[src/rtl/trig_postscaler_pkg.sv]
package trig_postscaler_pkg;

    localparam int unsigned DEF_NCH   = 2;
    localparam int unsigned DEF_PSC_W = 5;

    typedef enum logic [1:0] {
        PH_ANY  = 2'b00,
        PH_DOWN = 2'b01,
        PH_UP   = 2'b10,
        PH_RSVD = 2'b11
    } phase_e;

    typedef struct packed {
        logic   center;
        logic   down;
        phase_e phase;
    } qual_ctx_t;

    function automatic logic phase_pass(input qual_ctx_t ctx);
        logic ok;
        if (!ctx.center) begin
            ok = 1'b1;
        end else begin
            case (ctx.phase)
                PH_DOWN: ok = ctx.down;
                PH_UP:   ok = !ctx.down;
                default: ok = 1'b1;
            endcase
        end
        return ok;
    endfunction

endpackage

[src/rtl/trig_phase_gate.sv]
module trig_phase_gate
    import trig_postscaler_pkg::*;
(
    input  logic       evt,
    input  logic       down,
    input  logic       center,
    input  logic [1:0] phase,
    output logic       qual
);
    qual_ctx_t ctx;

    always_comb begin
        ctx.center = center;
        ctx.down   = down;
        ctx.phase  = phase_e'(phase);
        qual       = evt && phase_pass(ctx);
    end
endmodule

[src/rtl/trig_decimator.sv]
module trig_decimator #(
    parameter int unsigned PSC_W = 5,
    parameter int unsigned CFG_W = PSC_W + 2
) (
    input  logic             clk,
    input  logic             rst,
    input  logic             qual,
    input  logic [PSC_W-1:0] scale,
    input  logic [CFG_W-1:0] cfg_word,
    output logic             pulse
);
    logic [CFG_W-1:0] cfg_q;
    logic [PSC_W-1:0] cnt_q;
    logic [PSC_W-1:0] cnt_eff;
    logic             restart;
    logic             fire;
    logic             pulse_q;

    always_comb begin
        restart = (cfg_word != cfg_q);
        cnt_eff = restart ? '0 : cnt_q;
        fire    = qual && (cnt_eff == '0);
    end

    always_ff @(posedge clk) begin
        cfg_q <= cfg_word;
        if (rst) begin
            cnt_q   <= '0;
            pulse_q <= 1'b0;
        end else begin
            pulse_q <= fire;
            if (qual) begin
                cnt_q <= fire ? scale : (cnt_eff - 1'b1);
            end else begin
                cnt_q <= cnt_eff;
            end
        end
    end

    assign pulse = pulse_q;
endmodule

[src/rtl/trig_postscale_chan.sv]
module trig_postscale_chan #(
    parameter int unsigned PSC_W = 5
) (
    input  logic             clk,
    input  logic             rst,
    input  logic             evt,
    input  logic             down,
    input  logic             center,
    input  logic [1:0]       phase,
    input  logic [PSC_W-1:0] scale,
    output logic             trig
);
    localparam int unsigned CFG_W = PSC_W + 2;

    logic             qual;
    logic [CFG_W-1:0] cfg_word;

    assign cfg_word = {phase, scale};

    trig_phase_gate gate_i (
        .evt    (evt),
        .down   (down),
        .center (center),
        .phase  (phase),
        .qual   (qual)
    );

    trig_decimator #(
        .PSC_W (PSC_W),
        .CFG_W (CFG_W)
    ) dec_i (
        .clk      (clk),
        .rst      (rst),
        .qual     (qual),
        .scale    (scale),
        .cfg_word (cfg_word),
        .pulse    (trig)
    );
endmodule

[src/rtl/trig_postscaler.sv]
module trig_postscaler
    import trig_postscaler_pkg::*;
#(
    parameter int unsigned NCH   = DEF_NCH,
    parameter int unsigned PSC_W = DEF_PSC_W
) (
    input  logic                 clk,
    input  logic                 rst,
    input  logic [NCH-1:0]       evt_in,
    input  logic [NCH-1:0]       ctr_down,
    input  logic [NCH-1:0]       ctr_center,
    input  logic [2*NCH-1:0]     phase_sel,
    input  logic [PSC_W*NCH-1:0] div_val,
    output logic [NCH-1:0]       trig_out
);
    for (genvar g = 0; g < NCH; g++) begin : g_ch
        trig_postscale_chan #(
            .PSC_W (PSC_W)
        ) chan_i (
            .clk    (clk),
            .rst    (rst),
            .evt    (evt_in[g]),
            .down   (ctr_down[g]),
            .center (ctr_center[g]),
            .phase  (phase_sel[2*g +: 2]),
            .scale  (div_val[PSC_W*g +: PSC_W]),
            .trig   (trig_out[g])
        );
    end
endmodule

[config.mk]
export PLATFORM = sky130hd
export DESIGN_NAME = trig_postscaler
export DESIGN_NICKNAME = d
export VERILOG_FILES = /design/src/rtl/trig_postscaler_pkg.sv /design/src/rtl/trig_phase_gate.sv /design/src/rtl/trig_decimator.sv /design/src/rtl/trig_postscale_chan.sv /design/src/rtl/trig_postscaler.sv
export SDC_FILE = /design/constraint.sdc
export NUM_CORES = 1
export LEC_CHECK = 0
export ABC_AREA = 1
export BUFFER_PORTS_ARGS = -buffer_cell sky130_fd_sc_hd__clkbuf_2
export CAP_MARGIN = 20
export CELL_PAD_IN_SITES_DETAIL_PLACEMENT = 0
export CELL_PAD_IN_SITES_GLOBAL_PLACEMENT = 2
export CORE_MARGIN = 2
export CORE_UTILIZATION = 32
export CTS_CLUSTER_DIAMETER = 40
export DETAILED_ROUTE_END_ITERATION = 10
export PLACE_DENSITY_LB_ADDON = 0.1
export SYNTH_ARGS = -nofsm -noshare
export SYNTH_HDL_FRONTEND = slang
export SYNTH_SLANG_ARGS = --single-unit
[constraint.sdc]
create_clock -name clk -period 5.4 [get_ports clk]
set_clock_uncertainty 0.2 [all_clocks]
set_input_delay 1.62 -clock clk [delete_from_list [all_inputs] [get_ports clk]]
set_output_delay 1.62 -clock clk [all_outputs]
set_load 0.005 [all_outputs]
Word level (Yosys, flattened, before mapping)
Cells that the tools add are included.

storage, ports and cells
  register bits after elaboration = 26
  output and inout bits = 2
  word-level logic and storage cells = 32

operators by class
  add/sub/neg operators = 2
  eq/ne operators = 6
  mux-type cells = 10
  reduce and logical (&&, ||, !) cells = 8

operator list
  cell                 count
  $mux 5               6
  $ne 7x7->1           2
  $logic_not 5->1      2
  $sub 5x1->5 const B  2
  $eq 2x1->1 const B   2
  $eq 2x2->1 const B   2
  $logic_and 1x1->1    4
  $pmux 1 s2           2
  $logic_not 1->1      2
  $mux 1               2

Logic depth before layout (Yosys ltp)
Gate-level depths: netlist of the first run.

  depth after elaboration = 7
  gate-level depth with buffers = 13

Cells and area by module
Synthesis of the first run repeated with hierarchy kept, for this count alone.

unflattened totals
  cells, all modules = 212
  area total of the unflattened synthesis = 1436.4 um^2

modules (own cells, without submodules)
  module           times used  cells each  area each (um^2)  sequential area each (um^2)
  trig_decimator   2           94          651.9             260.2
  trig_phase_gate  2           12          66.3              0.0

Worst setup path after synthesis of the first run
Ideal clock, no wire load.

  kind = input port to flip-flop
  start point = in phase_sel[3]
  end point = reg g_ch[1].chan_i.dec_i.cnt_q[3]
  setup time = 0.112 ns
  data arrival time = 2.719 ns
  data required time = 5.088 ns
  path slack = 2.369 ns
  stages on the path = 9
  path buffers = 0
  path through = xnor2_1 > nand3_2 > nor2_8 > nand2_1 > ha_1 > nand3_1 > o21ai_1 > nor2_1 > nor2_1

on the way
  longest elaborated chain between the ends = 7
  elaborated cells between the ends (all ways) = 12

RTL lines
  element                                              line                   text
  start: declaration                                   trig_postscaler.sv:12  input logic [2*NCH-1:0] phase_sel,
  branches (longest 6 deep; another with $sub 5x1->5)  n/a
  $mux 5 (*)                                           trig_decimator.sv:32   if (qual) begin
  end signal: assignment                               trig_decimator.sv:33   cnt_q <= fire ? scale : (cnt_eff - 1'b1);
  end signal: assignment                               trig_decimator.sv:35   cnt_q <= cnt_eff;
  end: declaration                                     trig_decimator.sv:13   logic [PSC_W-1:0] cnt_q;

Every way passes the cells marked *.
A chain may end at the register's enable or synchronous reset.

Final worst setup path of the first run
  start point = in div_val[2]
  end point = reg g_ch[0].chan_i.dec_i.cnt_q[1]

on the way
  longest elaborated chain between the ends = 6
  elaborated cells between the ends (all ways) = 7

RTL lines
  element                                              line                   text
  start: declaration                                   trig_postscaler.sv:13  input logic [PSC_W*NCH-1:0] div_val,
  $ne 7x7->1 (*)                                       trig_decimator.sv:20   restart = (cfg_word != cfg_q);
  $mux 5 (*)                                           trig_decimator.sv:21   cnt_eff = restart ? '0 : cnt_q;
  branches (longest 3 deep; another with $sub 5x1->5)  n/a
  $mux 5 (*)                                           trig_decimator.sv:32
  end signal: assignment                               trig_decimator.sv:33
  end signal: assignment                               trig_decimator.sv:35
  end: declaration                                     trig_decimator.sv:13

Marks and branches as above.

==> impl_metrics.toml, run 1 <==
[global_route]
met1_usage = 0.1331
met2_usage = 0.2369
grt_max_degree = 14
grt-busiest-layer = "met2"
grt_pass1_wl_mm = 4.995
global_route.usage.met3 = 0.02165
grt_usage = 0.1233
grt_overflow = 0
grt_antenna_before_repair = 0
first_global_vias = 1208

[timing]
holdWs_ns = 0.2933
rsz0062_at_grt = "no"
maxSlewHeadroom = 0.7953
hold_viol = 0
fin_crit_ns = 3.126
finalWorstSetupSlack_ns = 2.274
drv_slew = 0
period_share = 0.5789
setup_viol = 0
max_freq_ghz = 0.3199
tightestPinTransition_ns = 0.3032
finalSetupTns_ns = 0

[floorplan]
num_rows = 24
ios = 24
die_x_um = 70.35
die_h_um = 70.35
die-area_um2 = 4949
core_area_um2 = 4294
initial_core_util = 0.3281

[critical_path]
crit_fanout = 9
crit_buf_inv = 3
critPathSlowestCell = "ha_1"
critical_path_class = "in -> reg"
worstPathArrival_ns = 3.08
critPathMostFrequentCell = "nand2_1"
max_stage_delay_ns = 0.27
critPathTopFamily = "simple AND/OR/NAND/NOR gates"
critPathRequiredTime_ns = 5.36
worstSetupEndpointType = "flop"
cp_cell_sequence = "clkbuf_2, inv_1, nand2_1, nand2_1, nor2_1, nand2_2, nor2_8, nand2_1, ha_1, nand4_2, inv_1, nand2_1, a21oi_1"
critPathLaunchType = "input port"

[synth]
ys_seq_area_frac = 0.3694
synth_fp_nets = 232
synth_cell_types = 21
ys_warn_count = 0
synth-seq-cells = 26
netlist_instances = 204
syn_avg_cell_area_um2 = 6.906
syn_area_um2 = 1409

[route]
ant_nets = 0
vias_per_cell = 4.379
routedWlPerCell_um = 10.14
vias = 1226
route.detailed.drc = 0
drt_pass1_iterations = 4
wirelength_mm = 2.838
drt_iter0_markers = 28

[power]
p_leak_nw = 0.9496
ir_drop_mv = 0.08084
power_density_nw_per_um2 = 235.2

[place]
io_buffers = 23
place.gp.congestion = 0.7258
dp_slack_ns = 2.000
dp_hpwl_mm = 2.284

[clock_tree]
htree_levels = 1
cts_root_buffer = "clkbuf_8"
postCtsHoldBufs = 0
clock_latency_ns = 0.27
postCtsResizedCells = 0
cts_setup_buffers = 0
cts_tree = "built"
clk_pin_slew_ns = 0.09
cts_made_buffers = 3
clock-sinks = 26
clock_tree.buffer_depth = 2

[run_status]
status = "finished, final reports clean"

[layout]
mostFrequentLayoutCell = "nand2_1"
final_util = 0.3762
layout-drive-gt1-share = 0.2018
diodes = 0
fin_nets = 258
most-common-layout-cells = "nand2_1 (78), inv_1 (36), dfxtp_1 (26), clkbuf_2 (23), a21oi_1 (10)"
area_growth_pct = 14.65

[job]
cap_violations = 0

[worst_hold_path]
hold_class = "reg -> reg"
routing by layer:
layer	routed length, um	vias to the layer above
met5	0	-
met4	23	0
met3	70	2
met2	1479	13
met1	1264	537
li1	-	674
final cells by class:
cell class | count | area [um2]
multi-input combinational | 136 | 723.2
inverter | 40 | 150.1
fill | 469 | 2679
tap | 52 | 65.06
clock buffer | 3 | 41.29
sequential | 26 | 520.5
timing repair buffer | 23 | 115.1
stage by stage:
stage	cells	power (mW)	instance area (um2)
3_5_place_dp	277	0.2738	1574
6_report	280	0.3799	1615
2_1_floorplan	204	0.2529	1409
3_3_place_gp	277	0.2716	1574
4_1_cts	280	0.3881	1615
5_1_grt	280	0.4071	1615
logic make-up after synthesis:
| group | count (synthesis) | synth area share |
|---|---|---|
| AND/OR/NAND/NOR | 106 | 0.3552 |
| adder cells (fa/ha/maj) | 6 | 0.05328 |
| flip-flops | 26 | 0.3694 |
| XOR/XNOR | 2 | 0.01244 |
| AO/OA/AOI/OAI | 22 | 0.09237 |
| buffers and inverters | 42 | 0.1172 |
worst reg2reg max path: stages (launching register included):
cell     delay [ns]
dfxtp_1        0.33
inv_1          0.04
nand2_1        0.05
nand2_1        0.05
nor2_1         0.17
nand2_2        0.11
nor2_8         0.16
nand2_1        0.12
ha_1           0.27
nand4_2        0.16
inv_1          0.08
nand2_1        0.07
a21oi_1        0.07
report_power, final:
group / total, mW / leakage [nW] / switching [mW] / internal, mW
registers: 0.210 / 0.217 / 0.00703 / 0.203
clock network: 0.112 / 0.0216 / 0.0616 / 0.0500
logic: 0.0585 / 0.711 / 0.0354 / 0.0231
registers in the layout, summed over array words and instances, names as in the netlist:
signal and cells:
g_ch.chan_i.dec_i.cfg_q 14, g_ch.chan_i.dec_i.cnt_q 10, g_ch.chan_i.dec_i.pulse 2
cell usage after synthesis:
cell type,count,area share
o31ai_1,2,0.011
nand4_1,4,0.018
nand2_1,78,0.21
o21ai_2,2,0.012
nor2_8,2,0.028
nand3_1,3,0.011
inv_2,3,0.0080
inv_1,36,0.096
a21oi_1,10,0.036
nor2_2,4,0.018
o21ai_1,6,0.021
nand2_2,4,0.018
nand4_2,2,0.018
o311ai_0,2,0.012
dfxtp_1,26,0.37
clkinv_1,1,0.0027
xnor2_1,2,0.012
nor2_1,6,0.016
ha_1,6,0.053
buf_4,2,0.011
nand3_2,3,0.021
worst paths after layout:
path	endpoint	cells past startpoint	slack, ns	start
setup reg to reg	g_ch[0].chan_i.dec_i.cnt_q[1]	12	3.41	g_ch[0].chan_i.dec_i.cfg_q[2]
hold / removal	g_ch[0].chan_i.dec_i.cnt_q[4]	2	0.29	g_ch[0].chan_i.dec_i.cnt_q[4]
setup / recovery	g_ch[0].chan_i.dec_i.cnt_q[1]	13	2.27	div_val[2]
hold reg to reg	g_ch[0].chan_i.dec_i.cnt_q[4]	2	0.29	g_ch[0].chan_i.dec_i.cnt_q[4]
Power figures use the tool's default switching activity.
==> run 2: changes to the inputs <==
- CORE_UTILIZATION: 32 -> 27
- clock period: 5.4 -> 2.7 ns (I/O delays scaled with it)
==> impl_metrics.toml, run 2 (synthesis results as in run 1) <==
[global_route]
grt_antenna_before_repair = 0
grt_overflow = 0
grt_max_degree = 16
grt_pass1_wl_mm = 5.126
met1_usage = 0.1199
grt-busiest-layer = "met2"
met2_usage = 0.2035
global_route.usage.met3 = 0.02488
grt_usage = 0.1074
first_global_vias = 1206

[clock_tree]
clock_tree.buffer_depth = 2
cts_tree = "built"
cts_made_buffers = 3
postCtsResizedCells = 0
clk_pin_slew_ns = 0.10
cts_root_buffer = "clkbuf_8"
cts_setup_buffers = 0
clock_latency_ns = 0.28
clock-sinks = 26
htree_levels = 1
postCtsHoldBufs = 0

[layout]
final_util = 0.3301
most-common-layout-cells = "nand2_1 (78), inv_1 (36), dfxtp_1 (26), clkbuf_2 (23), a21oi_1 (10)"
fill_cells = 587
register_area_um2 = 520.5
layout-drive-gt1-share = 0.2087
area_growth_pct = 18.92
largest-register = "g_ch.chan_i.dec_i.cfg_q"
diodes = 0
fin_nets = 259
largest_reg_flops = 14
finalNonFillerCells = 300
final_area_um2 = 1675
multiInputGateArea_um2 = 723.2
mostFrequentLayoutCell = "nand2_1"

[place]
detailed_place.area_um2 = 1604
io_buffers = 23
place.gp.congestion = 0.8206
dp_slack_ns = 0.1770
dp_cells = 296
dp_hpwl_mm = 2.319

[floorplan]
ios = 24
die_h_um = 76.24
initial_core_util = 0.2776
die-area_um2 = 5812
num_rows = 26
die_x_um = 76.24
core_area_um2 = 5075

[route]
vias_per_cell = 4.107
route.detailed.drc = 0
vias = 1232
drt_iter0_markers = 46
ant_nets = 0
wirelength_mm = 2.880
routedWlPerCell_um = 9.600
drt_pass1_iterations = 4

[timing]
fin_crit_ns = 2.207
tightestPinTransition_ns = 0.3009
finalSetupTns_ns = 0
finalWorstSetupSlack_ns = 0.4931
hold_viol = 0
period_share = 0.8174
drv_slew = 0
holdWs_ns = 0.2978
max_freq_ghz = 0.4531
setup_viol = 0
rsz0062_at_grt = "no"
maxSlewHeadroom = 0.7982

[power]
p_total_mw = 0.8718
power.switching_mw = 0.2211
p_seq_frac = 0.481
power_density_nw_per_um2 = 520.4
power.internal_mw = 0.6507
p_comb_frac = 0.136
p_leak_nw = 0.9692
clock_power_share = 0.384
ir_drop_mv = 0.1896
swShare = 0.2536

[run_status]
status = "finished, final reports clean"

[critical_path]
critical_path_class = "in -> reg"
critPathLaunchType = "input port"
critPathRequiredTime_ns = 2.68
worstSetupEndpointType = "flop"
worstPathArrival_ns = 2.18
crit_fanout = 9

[worst_hold_path]
hold_class = "reg -> reg"

[job]
cap_violations = 0
run 2: layer usage:
layer | up-vias | wire, um
met2 | 12 | 1479
met3 | 2 | 71
met4 | 0 | 24
met1 | 537 | 1305
met5 | - | 0
li1 | 681 | -
run 2: critical path: stages:
cell and delay [ns]:
clkbuf_2 0.11, inv_1 0.04, nand2_1 0.05, nand2_1 0.06, nor2_2 0.13, nand2_2 0.11
nor2_8 0.15, nand2_1 0.11, ha_1 0.24, nand3_1 0.15, o21ai_1 0.07, nor2_1 0.10
nor2_1 0.04
run 2: power groups by stage:
stage / Clock (mW) / Sequential [mW] / Combinational, mW
2_1_floorplan: 0 / 0.425 / 0.0812
3_3_place_gp: 0 / 0.428 / 0.118
3_5_place_dp: 0 / 0.428 / 0.121
4_1_cts: 0.352 / 0.419 / 0.121
5_1_grt: 0.361 / 0.422 / 0.138
6_report: 0.335 / 0.419 / 0.118
run 2: final timing paths:
path | from | endpoint | slack (ns) | depth (start not counted)
worst max register to register | g_ch[1].chan_i.dec_i.cfg_q[4] | g_ch[1].chan_i.dec_i.cnt_q[3] | 0.80 | 12
worst max-delay path | div_val[9] | g_ch[1].chan_i.dec_i.cnt_q[3] | 0.49 | 13
worst min-delay path | g_ch[0].chan_i.dec_i.cnt_q[4] | g_ch[0].chan_i.dec_i.cnt_q[4] | 0.30 | 2
worst min register to register | g_ch[0].chan_i.dec_i.cnt_q[4] | g_ch[0].chan_i.dec_i.cnt_q[4] | 0.30 | 2
run 2: cell type report:
type,count,share of cell area
multi-input cells,136,0.4317
clock inverters,1,0.01792
repair buffers,24,0.07319
flip-flops and latches,26,0.3107
inverters,40,0.08962
clock buffers,3,0.02465
well taps,70,0.05228
